File: src/rtl/sweep_pkg.sv
package sweep_pkg;
  typedef enum logic [1:0] {
    CMD_NOP   = 2'b00,
    CMD_START = 2'b01,
    CMD_INC   = 2'b10,
    CMD_REP   = 2'b11
  } cmd_e;
endpackage

File: src/rtl/sweep_regs.sv
// Shadow values written byte by byte; most significant byte at lowest offset.
module sweep_regs #(
  parameter int CODE_W = 24,
  parameter int CNT_W  = 9,
  parameter int ADDR_W = 4
) (
  input  logic              clk,
  input  logic              rst,
  input  logic              wr_en,
  input  logic [ADDR_W-1:0] wr_addr,
  input  logic [7:0]        wr_data,
  output logic [CODE_W-1:0] start_code,
  output logic [CODE_W-1:0] step_code,
  output logic [CNT_W-1:0]  limit_code
);
  localparam int NB       = CODE_W / 8;
  localparam int STEP_OFF = NB;
  localparam int LIM_OFF  = 2 * NB;

  always_ff @(posedge clk) begin
    if (rst) begin
      start_code <= '0;
      step_code  <= '0;
      limit_code <= '0;
    end else if (wr_en) begin
      for (int b = 0; b < NB; b++) begin
        if (wr_addr == ADDR_W'(b))
          start_code[CODE_W-1-8*b -: 8] <= wr_data;
        if (wr_addr == ADDR_W'(STEP_OFF + b))
          step_code[CODE_W-1-8*b -: 8] <= wr_data;
      end
      if (wr_addr == ADDR_W'(LIM_OFF))
        limit_code[CNT_W-1:8] <= wr_data[CNT_W-9:0];
      if (wr_addr == ADDR_W'(LIM_OFF + 1))
        limit_code[7:0] <= wr_data;
    end
  end
endmodule

File: src/rtl/sweep_ctrl.sv
// Sweep state: live tuning word, point counter and the two status flags.
module sweep_ctrl
  import sweep_pkg::*;
#(
  parameter int ACC_W  = 27,
  parameter int CODE_W = 24,
  parameter int CNT_W  = 9
) (
  input  logic              clk,
  input  logic              rst,
  input  logic              cmd_fire,
  input  cmd_e              cmd,
  input  logic              meas_done,
  input  logic [CODE_W-1:0] start_code,
  input  logic [CODE_W-1:0] step_code,
  input  logic [CNT_W-1:0]  limit_code,
  output logic [ACC_W-1:0]  tuning,
  output logic              running,
  output logic              start_fire,
  output logic              point_done,
  output logic              sweep_done
);
  localparam int PAD_W = ACC_W - CODE_W;

  logic [CODE_W-1:0] step_q;
  logic [CNT_W-1:0]  lim_q, cnt_q;
  logic              inc_fire, rep_fire;

  assign start_fire = cmd_fire && (cmd == CMD_START);
  assign inc_fire   = cmd_fire && (cmd == CMD_INC);
  assign rep_fire   = cmd_fire && (cmd == CMD_REP);

  always_ff @(posedge clk) begin
    if (rst) begin
      tuning     <= '0;
      step_q     <= '0;
      lim_q      <= '0;
      cnt_q      <= '0;
      running    <= 1'b0;
      point_done <= 1'b0;
      sweep_done <= 1'b0;
    end else if (start_fire) begin
      tuning     <= {{PAD_W{1'b0}}, start_code};
      step_q     <= step_code;
      lim_q      <= limit_code;
      cnt_q      <= '0;
      running    <= 1'b1;
      point_done <= 1'b0;
      sweep_done <= 1'b0;
    end else if (running) begin
      if (inc_fire && !sweep_done) begin
        point_done <= 1'b0;
        if (cnt_q == lim_q) begin
          sweep_done <= 1'b1;
        end else begin
          tuning <= tuning + {{PAD_W{1'b0}}, step_q};
          cnt_q  <= cnt_q + 1'b1;
        end
      end else if (rep_fire) begin
        point_done <= 1'b0;
      end
      if (meas_done) point_done <= 1'b1;
    end
  end


  sweep_end_cause_chk: assert property (@(posedge clk) disable iff (rst)
    $rose(sweep_done) |-> $past(inc_fire));

  sweep_lock_chk: assert property (@(posedge clk) disable iff (rst)
    (sweep_done && !start_fire) |=> (sweep_done && $stable(tuning)));

  point_set_cause_chk: assert property (@(posedge clk) disable iff (rst)
    $rose(point_done) |-> $past(meas_done));

  repeat_hold_chk: assert property (@(posedge clk) disable iff (rst)
    rep_fire |=> $stable(tuning));
endmodule

File: src/rtl/phase_acc.sv
// Phase accumulator advancing once every DIV clocks.
module phase_acc #(
  parameter int ACC_W = 27,
  parameter int DIV   = 4
) (
  input  logic             clk,
  input  logic             rst,
  input  logic             clear,
  input  logic             run,
  input  logic [ACC_W-1:0] tuning,
  output logic [ACC_W-1:0] phase
);
  localparam int PRE_W = (DIV > 1) ? $clog2(DIV) : 1;
  localparam logic [PRE_W-1:0] PRE_LAST = PRE_W'(DIV - 1);

  logic [PRE_W-1:0] pre_q;

  always_ff @(posedge clk) begin
    if (rst || clear) begin
      pre_q <= '0;
      phase <= '0;
    end else if (run) begin
      if (pre_q == PRE_LAST) begin
        pre_q <= '0;
        phase <= phase + tuning;
      end else begin
        pre_q <= pre_q + 1'b1;
      end
    end
  end


  phase_hold_chk: assert property (@(posedge clk) disable iff (rst)
    (!clear && pre_q != PRE_LAST) |=> (phase == $past(phase)));

  phase_clear_chk: assert property (@(posedge clk) disable iff (rst)
    clear |=> (phase == '0));
endmodule

File: src/rtl/sweep_seq.sv
module sweep_seq
  import sweep_pkg::*;
#(
  parameter int ACC_W  = 27,
  parameter int CODE_W = 24,
  parameter int CNT_W  = 9,
  parameter int DIV    = 4,
  parameter int PW     = 10
) (
  input  logic             clk,
  input  logic             rst,
  input  logic             wr_en,
  input  logic [3:0]       wr_addr,
  input  logic [7:0]       wr_data,
  input  logic             cmd_valid,
  output logic             cmd_ready,
  input  logic [1:0]       cmd_code,
  input  logic             meas_done,
  output logic [ACC_W-1:0] phase,
  output logic [PW-1:0]    phase_word,
  output logic [7:0]       status
);
  logic [CODE_W-1:0] start_code, step_code;
  logic [CNT_W-1:0]  limit_code;
  logic [ACC_W-1:0]  tuning;
  logic              running, start_fire, point_done, sweep_done, cmd_fire;

  assign cmd_ready = !rst;
  assign cmd_fire  = cmd_valid && cmd_ready;

  sweep_regs #(.CODE_W(CODE_W), .CNT_W(CNT_W), .ADDR_W(4)) u_regs (
    .clk(clk), .rst(rst), .wr_en(wr_en), .wr_addr(wr_addr), .wr_data(wr_data),
    .start_code(start_code), .step_code(step_code), .limit_code(limit_code)
  );

  sweep_ctrl #(.ACC_W(ACC_W), .CODE_W(CODE_W), .CNT_W(CNT_W)) u_ctrl (
    .clk(clk), .rst(rst), .cmd_fire(cmd_fire), .cmd(cmd_e'(cmd_code)),
    .meas_done(meas_done), .start_code(start_code), .step_code(step_code),
    .limit_code(limit_code), .tuning(tuning), .running(running),
    .start_fire(start_fire), .point_done(point_done), .sweep_done(sweep_done)
  );

  phase_acc #(.ACC_W(ACC_W), .DIV(DIV)) u_acc (
    .clk(clk), .rst(rst), .clear(start_fire), .run(running),
    .tuning(tuning), .phase(phase)
  );

  assign phase_word = phase[ACC_W-1 -: PW];
  assign status     = {4'b0000, sweep_done, point_done, 2'b00};


  reset_state_chk: assert property (@(posedge clk)
    $past(rst) |-> (phase == '0 && status == 8'h00));

  status_spare_chk: assert property (@(posedge clk) disable iff (rst)
    (status[7:4] == 4'h0 && status[1:0] == 2'b00));
endmodule

File: config.mk
export PLATFORM = sky130hd
export DESIGN_NAME = sweep_seq
export DESIGN_NICKNAME = d
export VERILOG_FILES = /design/src/rtl/sweep_pkg.sv /design/src/rtl/sweep_regs.sv /design/src/rtl/sweep_ctrl.sv /design/src/rtl/phase_acc.sv /design/src/rtl/sweep_seq.sv
export SDC_FILE = /design/constraint.sdc
export NUM_CORES = 1
export LEC_CHECK = 0
export ABC_AREA = 1
export BUFFER_PORTS_ARGS = -buffer_cell sky130_fd_sc_hd__buf_2
export CAP_MARGIN = 0
export CELL_PAD_IN_SITES_DETAIL_PLACEMENT = 2
export CELL_PAD_IN_SITES_GLOBAL_PLACEMENT = 2
export CORE_MARGIN = 1.5
export CORE_UTILIZATION = 30
export DETAILED_ROUTE_END_ITERATION = 12
export GPL_TIMING_DRIVEN = 0
export PLACE_DENSITY_LB_ADDON = 0.1
export SYNTH_ARGS = -nofsm -noshare
export SYNTH_HDL_FRONTEND = slang
export SYNTH_HIERARCHICAL = 1
export SYNTH_SLANG_ARGS = --single-unit
File: constraint.sdc
create_clock -name clk -period 1.8 [get_ports clk]
set_input_delay 0.36 -clock clk [delete_from_list [all_inputs] [get_ports clk]]
set_output_delay 0.36 -clock clk [all_outputs]
set_load 0.005 [all_outputs]
Word level (Yosys, flattened, before mapping)
Index checks and enable logic that the tools add are counted.
- register bits after elaboration: 158
- input port bits: 19
- output and inout port bits: 46
- word-level logic and storage cells: 70
- add/subtract/negate cells: 4
- equality and inequality tests: 13
- multiplexer cells: 8
- bitwise gates (word level): 1
- reductions and logical operators: 26
- operators with widths (operator ; count):
    2-to-1 mux 24 bit ; 4
    adder 27 x 24 -> 27 bit ; 1
    adder 27 bit ; 1
    AND reduction 2 bit ; 10
    equality test 4 x 3 -> 1 bit, second input constant ; 4
    adder 9 x 1 -> 9 bit, second input constant ; 1
    equality test 9 bit ; 1
    AND reduction 3 bit ; 3
    equality test 4 x 2 -> 1 bit, second input constant ; 2
    equality test 2 bit, second input constant ; 3
    logical AND 1 bit ; 5
    equality test 4 x 1 -> 1 bit, second input constant ; 1
    zero test 4 bit ; 1
    nonzero test 2 bit ; 2
    2-to-1 mux 1 bit ; 3
    nonzero test 3 bit ; 1
    adder 2 x 1 -> 2 bit, second input constant ; 1
    equality test 2 x 1 -> 1 bit, second input constant ; 1
    zero test 1 bit ; 2
    2-to-1 mux 2 bit ; 1
    inequality test 2 x 1 -> 1 bit, second input constant ; 1
    OR reduction 2 bit ; 1
    logical OR 1 bit ; 1
    NOT 1 bit ; 1

Logic depth before layout (Yosys ltp)
Gate-level depths: netlist of the first run.
- depth in word-level cells: 7
- depth in mapped cells: 14
- mapped depth without buffers: 14

Cells and area by module
The synthesis of the first run kept the hierarchy.
- by module, submodules not included (module ; instances ; cells each ; area an instance (um^2) ; sequential area each (um^2)):
    sweep_ctrl ; 1 ; 753 ; 4709.5 ; 1441.4
    phase_acc ; 1 ; 562 ; 3145.5 ; 580.6
    sweep_regs ; 1 ; 346 ; 2328.5 ; 1141.1
    sweep_seq ; 1 ; 22 ; 152.6 ; 0.0

Worst setup path before layout of the first run
No wires, ideal clock.
- kind: reg2reg
- from: reg u_acc.phase[0]
- to: reg u_acc.phase[16]
- library setup time: 0.109 ns
- arrival: 1.749 ns
- data required time: 1.691 ns
- slack: -0.058 ns
- cell stages (with the launch flop): 14
- buffers on the path: 0
- clock period less this slack: 1.858 ns
- cells stage by stage: dfxtp_1 > ha_1 > inv_1 > fa_1 > inv_1 > nand3_1 > nand3_1 > nand2_1 > a21oi_1 > nor2_1 > nand2_1 > nand3_1 > nand2_1 > inv_1
- word-level cells in the longest chain between the ends: 1
- RTL lines (item ; line ; RTL):
    start, declared ; phase_acc.sv:11 ; output logic [ACC_W-1:0] phase
    start signal, assigned ; phase_acc.sv:25 ; phase <= phase + tuning;
    adder 27 bit ; phase_acc.sv:25 ;
Every way passes these cells.
A chain may end at the register's enable or synchronous reset.

Worst setup path after layout of the first run
- from: reg u_ctrl.tuning[9]
- to: reg u_ctrl.tuning[22]
- word-level cells in the longest chain between the ends: 5
- RTL lines (item ; line ; RTL):
    start, declared ; sweep_ctrl.sv:17 ; output logic [ACC_W-1:0] tuning,
    start signal, assigned ; sweep_ctrl.sv:43 ; tuning <= {{PAD_W{1'b0}}, start_code};
    start signal, assigned ; sweep_ctrl.sv:56 ; tuning <= tuning + {{PAD_W{1'b0}}, step_q};
    adder 27 x 24 -> 27 bit ; sweep_ctrl.sv:56 ;
    2-to-1 mux 24 bit ; sweep_ctrl.sv:53 ; if (cnt_q == lim_q) begin
    2-to-1 mux 24 bit ; sweep_ctrl.sv:51 ; if (inc_fire && !sweep_done) begin
    2-to-1 mux 24 bit ; sweep_ctrl.sv:50 ; end else if (running) begin
    2-to-1 mux 24 bit ; sweep_ctrl.sv:42 ; end else if (start_fire) begin
Every way passes these cells. The select of a mux whose other input is x is not followed.

==> results.yml, run 1 <==
routing:
  wl_per_cell_um: 20.1
  via_per_inst: 4.91
  dr.pass1.iters: 4
  initialDrtViolationCount: 404
  routed_wl_mm: 45.4
  drc: 0
  ant_nets: 0
  vias: 11100
flow_run:
  drv_cap: 0
final_layout:
  stdcell_count: 2259
  final_net_count: 1872
  nFillCells: 4061
  diodes: 0
  drive_above_1_share: 0.299
  finalInstanceArea_mm2: 0.0140
  area_growth_pct: 35.4
synth:
  synth-simple-area-share: 0.376
  synth_top_family_by_area: "simple AND/OR/NAND/NOR gates"
  avgSynthCellArea_um2: 6.14
  synth.ff_latch_count: 158
  yosys_most_used_dff: "dfxtp_1"
  synth_mux_area_frac: 0
  synth_cells: 1683
  yosys.area_share.adder: 0.0668
  yosysUniqueCellTypes: 45
  synth_edf_count: 0
  ys_seq_area_frac: 0.306
  synthArstFlopShare: 0
  netlist_area_mm2: 0.0103
  yosys.area_share.xor_xnor: 0.0254
  yosysWarnings: 6
  synth_compound_area_frac: 0.0968
worst_setup_path:
  crit_path_cell_trace: "ha_4 -> nand2_1 -> nor2_1 -> nand2_1 -> nor2_1 -> nand2_2 -> nand4_1 -> nand3_1 -> nand2_1 -> a21oi_1"
  required_ps: 2090
  endpoint_kind: "flop"
  criticalPathCategory: "flop to flop"
  max_stage_delay_ps: 380
  startpoint: "u_ctrl/tuning[9]"
  reg2reg_setup_slack_ps: -240
  cp_max_fo: 4
  worstSetupEndpoint: "u_ctrl/tuning[22]"
  r2r_end: "u_ctrl/tuning[22]"
  crit_arrival_ps: 2320
  cpMostUsedCell: "nand2_1"
  slowest_stage: "dfxtp_4"
  start_kind: "flop"
  r2r_start: "u_ctrl/tuning[9]"
  r2r_cells: 10
placement:
  gp_congestion: 0.864
  placed_area_mm2: 0.0112
  hpwl_mm: 32.6
  pre_cts_ws_ps: -1590
  port_buffers: 58
  dpl.cell_count: 2194
cts:
  cts_max_path_buffers: 2
  insertion_delay_ps: 450
  clk_pin_slew_ps: 70
  clock_sinks: 158
  holdBufCountCts: 0
  root_buffer: "clkbuf_16"
  cts_tree: "built"
  cts_buffers: 17
  htreeDepth: 4
die:
  die_area_mm2: 0.0356
  core_mm2: 0.0337
  start_util: 0.307
  pin_count: 65
  placementRows: 67
  fp.dieH_um: 189
  die_width_um: 189
pwr:
  combPwrFrac: 0.092
  intPower_w: 0.00579
  power_density_mw_per_mm2: 576
  power_frac_seq: 0.450
  irDropWorstVdd_mv: 0.678
  leakage_nw: 6.96
  p_sw_frac: 0.282
  switchingPower_w: 0.00227
  p_clk_frac: 0.458
global_route:
  antenna_found_initial: 0
  grt_util_all_layers: 0.244
  grt_pass1_vias: 12000
  grt_pass1_wl_mm: 65.9
  met1_usage: 0.285
  busiest_layer: "met2"
  grt_max_degree: 17
  met3_usage: 0.0318
  overflow: 0
  use_met2: 0.446
hold_path:
  min_path_cells: 3
  hold_path_class: "primary input to flop"
outcome:
  outcome: "finished, violations left"
  violations: "negative setup slack"
timing:
  rsz0062_at_grt: "yes"
  worst_pin_slew_ps: 829
  fin_crit_sh: 1.13
  finalHoldViolations: 0
  fin_skew_ps: 13.6
  finalSetupViolations: 29
  max_slew_margin: 0.447
  fmax_ghz: 0.491
  final.min_clock_period_ps: 2040
  drv_slew: 0
  fin_ws_ps: -236
-- through the flow --
stage / total power, W / util / setup TNS (ps) / hold slack (ps)
2_1_floorplan: 0.00406 / - / -12.2 / 441
3_3_place_gp: 0.00428 / 0.333 / -57200 / 453
3_5_place_dp: 0.00430 / 0.333 / -61980 / 472
4_1_cts: 0.00811 / 0.386 / -1150 / 139
5_1_grt: 0.00837 / 0.415 / -6150 / 162
6_report: 0.00806 / 0.415 / -2680 / 163
-- worst max-delay path: cells and delay by family, from the launching register on --
kind                       cells  cell delay, ps
adders and majority gates      1             340
and+or+nand+nor                8            1100
DFF                            1             380
AOI/OAI and AO/OA              1              60
-- flip-flops by register name (all words and copies together) (netlist names) --
signal / cells
u_regs/limit_code: 9
u_regs/start_code: 24
u_acc/pre_q: 2
u_ctrl/running: 1
u_ctrl/point_done: 1
u_ctrl/cnt_q: 9
u_ctrl/tuning: 27
u_ctrl/lim_q: 9
u_ctrl/step_q: 24
u_ctrl/sweep_done: 1
u_acc/phase: 27
u_regs/step_code: 24
-- cells by family (layout without fill, tap and decap cells) --
| group | after synthesis | count (layout) |
|---|---|---|
| simple gates | 935 | 935 |
| flops | 158 | 158 |
| xor+xnor | 30 | 30 |
| fa+ha+maj | 54 | 54 |
| buf+inv | 324 | 447 |
| other cells | 1 | 6 |
| compound gates | 181 | 181 |
-- how the worst min path moves through the flow --
stage	from	to	slack, ps
after floorplan	u_acc/pre_q[1]	u_acc/pre_q[1]	440
after global placement	u_acc/pre_q[1]	u_acc/pre_q[1]	450
after detailed placement	u_ctrl/lim_q[2]	u_ctrl/lim_q[2]	470
after CTS	meas_done	u_ctrl/point_done	140
after global routing	meas_done	u_ctrl/point_done	160
final	meas_done	u_ctrl/point_done	160
-- routing by layer --
layer / up-vias / share of wire
met2: 171 / 0.51
li1: 5413 / -
met1: 5431 / 0.43
met4: 0 / 0.035
met5: - / 0
met3: 87 / 0.021
-- layout make-up --
| cell class | count | area (µm²) | area share |
|---|---|---|---|
| Tap cell | 448 | 561 | 0.0401 |
| Timing Repair Buffer | 92 | 597 | 0.0426 |
| Buffer | 59 | 380 | 0.0272 |
| Inverter | 265 | 1000 | 0.0715 |
| Multi-Input combinational cell | 1206 | 7590 | 0.542 |
| Sequential cell | 158 | 3300 | 0.236 |
| Clock inverter | 13 | 134 | 0.00957 |
| Clock buffer | 18 | 439 | 0.0314 |
-- cells in the final DEF, fill, tap and decap left out, types with 4 or more instances in the layout --
master     instances
a211oi_2           4
a21oi_1           48
a21oi_2           19
a21oi_4            6
buf_1              6
buf_2             66
buf_4             50
buf_6              9
clkbuf_1          11
clkbuf_16         17
clkinv_4           5
conb_1             6
dfxtp_1           96
dfxtp_2           39
dfxtp_4           23
ha_1               7
ha_4              44
inv_1            241
inv_2             21
nand2_1          403
nand2_2           63
nand2_4           31
nand3_1           53
nand3_2           23
nand3_4           16
nand4_1           23
nor2_1           244
nor2_2            27
nor2_4            20
nor3_1             4
nor3_2             4
nor3_4             4
o21ai_0           71
o21ai_1            5
o21bai_1          13
xnor2_1           10
xor2_1            15
xor2_2             4
-- Yosys cell counts (all sizes together) (4+ instances only) --
master  count  area, µm²
a211oi      4       50.1
a21oi      73        373
a31oi       6       37.5
and2        5       33.8
buf        40        262
clkbuf     19       71.3
dfxtp     158       3160
ha         52        651
inv       262        983
nand2     499       1900
nand3      92        490
nand4      23        144
nor2      291       1150
nor3       12       76.3
o21ai      79        395
o21bai     15        113
or2         8       50.1
xnor2      11       96.3
xor2       19        166
-- power groups by stage --
| stage | registers (W) | logic (W) | clock network [W] |
|---|---|---|---|
| finish | 0.00363 | 0.000743 | 0.00369 |
| global route | 0.00363 | 0.000819 | 0.00392 |
| CTS | 0.00363 | 0.000676 | 0.00380 |
| detailed placement | 0.00371 | 0.000593 | 0 |
| global placement | 0.00371 | 0.000573 | 0 |
| floorplan | 0.00367 | 0.000387 | 0 |
-- what timing repair did --
item,in CTS,in global routing
setup buffers,15,19
setup endpoints to repair,62,64
pin swaps,26,74
gates resized for setup,252,230
Power figures use the tool's default switching activity.
==> run 2, diff against run 1 <==
==> constraint.sdc (replaced) <==
create_clock -name clk -period 1.8 [get_ports clk]
set_input_delay 0.27 -clock clk [delete_from_list [all_inputs] [get_ports clk]]
set_output_delay 0.27 -clock clk [all_outputs]
set_load 0.005 [all_outputs]
==> run 2 against run 1 <==
Effect of this change:
- the run still ends with negative setup slack left
- wire length up 2.8%
- via count up 1.8%
- first-iteration DRC count down 4.7%
- critical path type unchanged
- highest routed layer unchanged
==> results.yml, run 2 (same netlist as run 1, synthesis figures left out) <==
global_route:
  antenna_found_initial: 0
  grt_max_degree: 17
  overflow: 0
  grt_pass1_wl_mm: 66.1
  grt_util_all_layers: 0.243
  grt_pass1_vias: 11900
timing:
  rsz0062_at_grt: "yes"
  fmax_ghz: 0.490
  fin_crit_sh: 1.13
  timing.hold.ws_ps: 62.1
  finalSetupViolations: 28
  max_slew_margin: 0.407
  drv_slew: 0
  final.min_clock_period_ps: 2040
  fin_ws_ps: -243
  fin_skew_ps: 10.4
  finalHoldViolations: 0
  worst_pin_slew_ps: 889
cts:
  insertion_delay_ps: 460
  htreeDepth: 4
  clock_sinks: 158
  cts_max_path_buffers: 2
  cts_buffers: 17
  holdBufCountCts: 0
  clk_pin_slew_ps: 70
  root_buffer: "clkbuf_16"
  cts_tree: "built"
worst_setup_path:
  required_ps: 2100
  endpoint_kind: "flop"
  r2r_cells: 11
  crit_arrival_ps: 2350
  cp_max_fo: 4
  criticalPathCategory: "flop to flop"
  start_kind: "flop"
routing:
  routed_wl_mm: 46.6
  drc: 0
  dr.pass1.iters: 5
  ant_nets: 0
  via_per_inst: 4.97
  initialDrtViolationCount: 385
  wl_per_cell_um: 20.5
  vias: 11300
pwr:
  irDropWorstVdd_mv: 0.699
  power_density_mw_per_mm2: 582
  leakage_nw: 7.05
die:
  die_width_um: 189
  die_area_mm2: 0.0356
  pin_count: 65
  fp.dieH_um: 189
  core_mm2: 0.0337
  placementRows: 67
  start_util: 0.307
hold_path:
  min_path_cells: 3
  hold_path_class: "primary input to flop"
placement:
  pre_cts_ws_ps: -1550
  placed_area_mm2: 0.0112
  gp_congestion: 0.871
  hpwl_mm: 32.5
  port_buffers: 58
final_layout:
  reg.largest.list: "u_acc/phase x27, u_ctrl/tuning x27"
  final_common_cell: "nand2_1"
  layout_common_cells: "nand2_1, inv_1, nor2_1, dfxtp_1, o21ai_0"
  drive_above_1_share: 0.317
  final_net_count: 1884
  diodes: 0
  area_growth_pct: 37.8
  finalInstanceArea_mm2: 0.0142
flow_run:
  drv_cap: 0
outcome:
  outcome: "finished, violations left"
  violations: "negative setup slack"
-- run 2: changes by cell type in the layout (fill, tap and decap cells not counted), moves of 4 or more --
cell and change:
buf_6 -4, nand2_2 +9, buf_4 +14, dfxtp_1 -5, dfxtp_2 +6, nor2_1 -9, nor2_4 +11, nand2_1 -12
nand3_2 +4
-- run 2: timing repair --
| item | in CTS | in global routing |
|---|---|---|
| pin swaps | 26 | 91 |
| endpoints found under the setup margin | 62 | 59 |
| hold endpoints to repair | 0 | 0 |
| setup buffers | 13 | 32 |
| cloned | 0 | 2 |
| gates resized for setup | 244 | 268 |
-- run 2: final timing paths --
check	from	to	slack (ps)
worst min register to register	u_ctrl/lim_q[8]	u_ctrl/lim_q[8]	480
worst max-delay path	u_ctrl/tuning[10]	u_ctrl/tuning[20]	-240
worst min-delay path	meas_done	u_ctrl/point_done	60
worst max register to register	u_ctrl/tuning[10]	u_ctrl/tuning[20]	-240
-- run 2: where the power goes --
group	total, W	switching (W)	internal (W)	leakage (nW)
clock network	0.00387	0.00178	0.00210	0.288
registers	0.00363	0.0000892	0.00354	1.32
logic	0.000784	0.000491	0.000294	5.45
-- run 2: final cells by class --
class | count | area [µm²]
buffer | 59 | 398
inverter | 265 | 1000
tap | 448 | 561
fill | 4041 | 19500
sequential | 158 | 3300
clock inverter | 14 | 170
timing repair buffer | 104 | 718
clock buffer | 18 | 429
multi-input combinational | 1206 | 7660
-- run 2: per-layer routing --
layer	track usage	up-vias	share of wire
li1	-	5452	-
met1	0.282	5563	0.42
met2	0.449	196	0.52
met3	0.0302	86	0.028
met4	0.0946	0	0.037
met5	0	-	0
-- run 2: per-stage QoR --
step                TNS [ps]  power (W)  cells   util
finish                 -2600    0.00829   2272  0.423
global route           -4900    0.00860   2272  0.423
CTS                     -965    0.00829   2239  0.387
detailed placement    -53820    0.00430   2194  0.333
global placement      -52280    0.00428   2194  0.333
floorplan                  0    0.00406   1688      -
-- run 2: worst max-delay path: stages (launching register included) --
cell and delay [ps]:
dfxtp_4 380, ha_4 280, nand2_4 160, inv_1 90, a21oi_2 250, nand2_1 170, nand2_2 140, nand3_2 80
nand2_1 90, nand3_2 100, nand2_2 90, a21oi_2 40
==> run 3, diff against run 2 <==
--- a/config.mk
+++ b/config.mk
@@ -10,12 +10,11 @@
 export CAP_MARGIN = 0
 export CELL_PAD_IN_SITES_DETAIL_PLACEMENT = 2
 export CELL_PAD_IN_SITES_GLOBAL_PLACEMENT = 2
-export CORE_MARGIN = 1.5
+export CORE_MARGIN = 2
 export CORE_UTILIZATION = 30
 export DETAILED_ROUTE_END_ITERATION = 12
 export GPL_TIMING_DRIVEN = 0
 export PLACE_DENSITY_LB_ADDON = 0.1
 export SYNTH_ARGS = -nofsm -noshare
 export SYNTH_HDL_FRONTEND = slang
-export SYNTH_HIERARCHICAL = 1
 export SYNTH_SLANG_ARGS = --single-unit
==> run 3 against run 2 <==
Effect of this change:
- the flow still finishes with violations (negative setup slack)
- non-clock buffer count decreased by 2
- die area decreased by 3.5%
- utilization decreased by 0.17 points
- fmax increased by 0.25%
- critical path type unchanged
==> results.yml, run 3 <==
die:
  die_area_mm2: 0.0343
  placementRows: 66
  start_util: 0.304
  pin_count: 65
  fp.dieH_um: 185
  die_width_um: 185
  core_mm2: 0.0325
hold_path:
  min_path_cells: 3
  min_from: "meas_done"
  hold_end: "u_ctrl.point_done"
  hold_path_class: "primary input to flop"
synth:
  synth_cells: 1557
  synth.area.top_cells: "dfxtp_1, nand2_1, nor2_1"
  netlist_area_mm2: 0.00986
  avgSynthCellArea_um2: 6.33
  yosysMostFrequentCell: "nand2_1"
  yosys-top-cells-count: "nand2_1, nor2_1, inv_1"
  synth.ff_latch_count: 158
  synth_edf_count: 0
  yosys.area.top_type: "dfxtp_1"
  synthArstFlopShare: 0
  synth_top_area_share: 0.321
  ys_seq_area_frac: 0.321
  yosys_most_used_dff: "dfxtp_1"
  yosysWarnings: 0
  yosysUniqueCellTypes: 39
global_route:
  antenna_found_initial: 0
  grt_pass1_wl_mm: 63.4
  met3_usage: 0.0263
  grt_pass1_vias: 11200
  busiest_layer: "met2"
  overflow: 0
  met1_usage: 0.292
  grt_util_all_layers: 0.247
  grt_max_degree: 17
  use_met2: 0.455
worst_setup_path:
  required_ps: 2140
  r2r_cells: 12
  cp_max_fo: 5
  endpoint_kind: "flop"
  criticalPathCategory: "flop to flop"
  reg2reg_setup_slack_ps: -240
  start_kind: "flop"
  crit_arrival_ps: 2380
  r2r_end: "u_acc.phase[12]"
  r2r_start: "u_ctrl.tuning[0]"
final_layout:
  multi_input_area_mm2: 0.00740
  diodes: 0
  layout_common_cells: "nand2_1, nor2_1, inv_1, o21ai_0, dfxtp_1"
  final_common_cell: "nand2_1"
  final_net_count: 1759
  finalInstanceArea_mm2: 0.0137
  reg.largest.list: "u_acc.phase x27, u_ctrl.tuning x27"
  drive_above_1_share: 0.331
  area_growth_pct: 38.5
  nFillCells: 3847
  regArea_mm2: 0.00328
routing:
  initialDrtViolationCount: 319
  routed_wl_mm: 44.4
  ant_nets: 0
  vias: 10700
  wl_per_cell_um: 20.8
  drc: 0
  dr.pass1.iters: 4
  via_per_inst: 5.00
cts:
  cts_tree: "built"
  htreeDepth: 4
  insertion_delay_ps: 460
  cts_buffers: 17
  cts_max_path_buffers: 2
  holdBufCountCts: 0
  clock_sinks: 158
  clk_pin_slew_ps: 70
  root_buffer: "clkbuf_16"
flow_run:
  drv_cap: 0
timing:
  worst_pin_slew_ps: 1000
  fin_crit_sh: 1.13
  final.min_clock_period_ps: 2040
  finalSetupViolations: 27
  finalHoldViolations: 0
  fin_ws_ps: -238
  fin_skew_ps: 11.7
  drv_slew: 0
  tns_ps: -2860
  rsz0062_at_grt: "yes"
  max_slew_margin: 0.333
  fmax_ghz: 0.491
pwr:
  finalPower_w: 0.00772
  irDropWorstVdd_mv: 0.676
  power_density_mw_per_mm2: 565
  leakage_nw: 6.26
outcome:
  violations: "negative setup slack"
  outcome: "finished, violations left"
placement:
  placed_area_mm2: 0.0107
  gp_congestion: 0.886
  port_buffers: 57
  hpwl_mm: 31.4
run 3: cell count changes in the layout (fill, tap and decap cells not counted), sizes merged, moves of 4 or more:
cell / change
buf: -5
nand4: -6
nand3b: +7
nor2: -18
clkbuf: +4
or2: -4
nand2: -107
a211oi: -4
a21oi: +35
o21bai: -6
inv: -57
a21boi: +4
o21ai: +38
run 3: final cells by class:
class	instances	share of cell area
Multi-Input combinational cell	1139	0.541
Sequential cell	158	0.240
Inverter	209	0.0578
Timing Repair Buffer	105	0.0528
Tap cell	442	0.0405
Clock buffer	19	0.0317
Buffer	56	0.0259
Clock inverter	13	0.00962
run 3: layer usage:
layer | vias up | share of wire
met1 | 5318 | 0.43
li1 | 5181 | -
met5 | - | 0
met4 | 0 | 0.032
met2 | 143 | 0.52
met3 | 59 | 0.017
run 3: critical path, stage by stage (launching register included):
cell and delay [ps]:
dfxtp_4 370, buf_12 130, ha_4 150, fa_2 420
nand3_4 100, nand3_4 100, nand2_4 90, nand2_4 80
nand2_2 80, nand2_2 60, xor2_1 180, o21bai_1 120
inv_1 50
run 3: what timing repair did:
action / 4_1_cts / 5_1_grt
buffers inserted: 18 / 32
gates cloned: 0 / 0
pin swaps: 28 / 102
gates resized for setup: 234 / 274
setup endpoints to repair: 53 / 56
run 3: worst max path at each step:
| stage | startpoint | endpoint | slack (ps) |
|---|---|---|---|
| detailed placement | u_ctrl.tuning[0] | u_ctrl.tuning[24] | -620 |
| global placement | u_ctrl.tuning[13] | u_acc.phase[22] | -530 |
| finish | u_ctrl.tuning[0] | u_acc.phase[12] | -240 |
| floorplan | u_ctrl.tuning[0] | u_ctrl.tuning[24] | -0.3 |
| global route | u_acc.phase[0] | u_acc.phase[14] | -340 |
| CTS | u_ctrl.tuning[0] | u_ctrl.tuning[24] | -250 |
run 3: power by group:
group	total (W)	switching (W)	leakage, nW	internal (W)
clock network	0.00364	0.00170	0.259	0.00193
registers	0.00357	0.0000483	1.31	0.00352
logic	0.000509	0.000341	4.69	0.000167
run 3: through the flow:
| stage | util | hold WS (ps) | worst slack (ps) | instances |
|---|---|---|---|---|
| 4_1_cts | 0.386 | 58.3 | -250 | 2111 |
| 5_1_grt | 0.421 | 76.1 | -344 | 2141 |
| 3_5_place_dp | 0.331 | 442 | -625 | 2061 |
| 3_3_place_gp | 0.331 | 439 | -530 | 2061 |
| 6_report | 0.421 | 78.1 | -238 | 2141 |
| 2_1_floorplan | - | 405 | -0.348 | 1562 |
run 3: cell families (layout without fill, tap and decap cells):
logic type | Yosys count | count (layout) | synth area share
and+or+nand+nor | 802 | 802 | 0.335
buffers and inverters | 265 | 402 | 0.113
AOI/OAI and AO/OA | 251 | 251 | 0.137
DFF | 158 | 158 | 0.321
adders and majority gates | 54 | 54 | 0.0700
xor gates and xnor gates | 26 | 26 | 0.0231
other | 1 | 6 | 0.000380
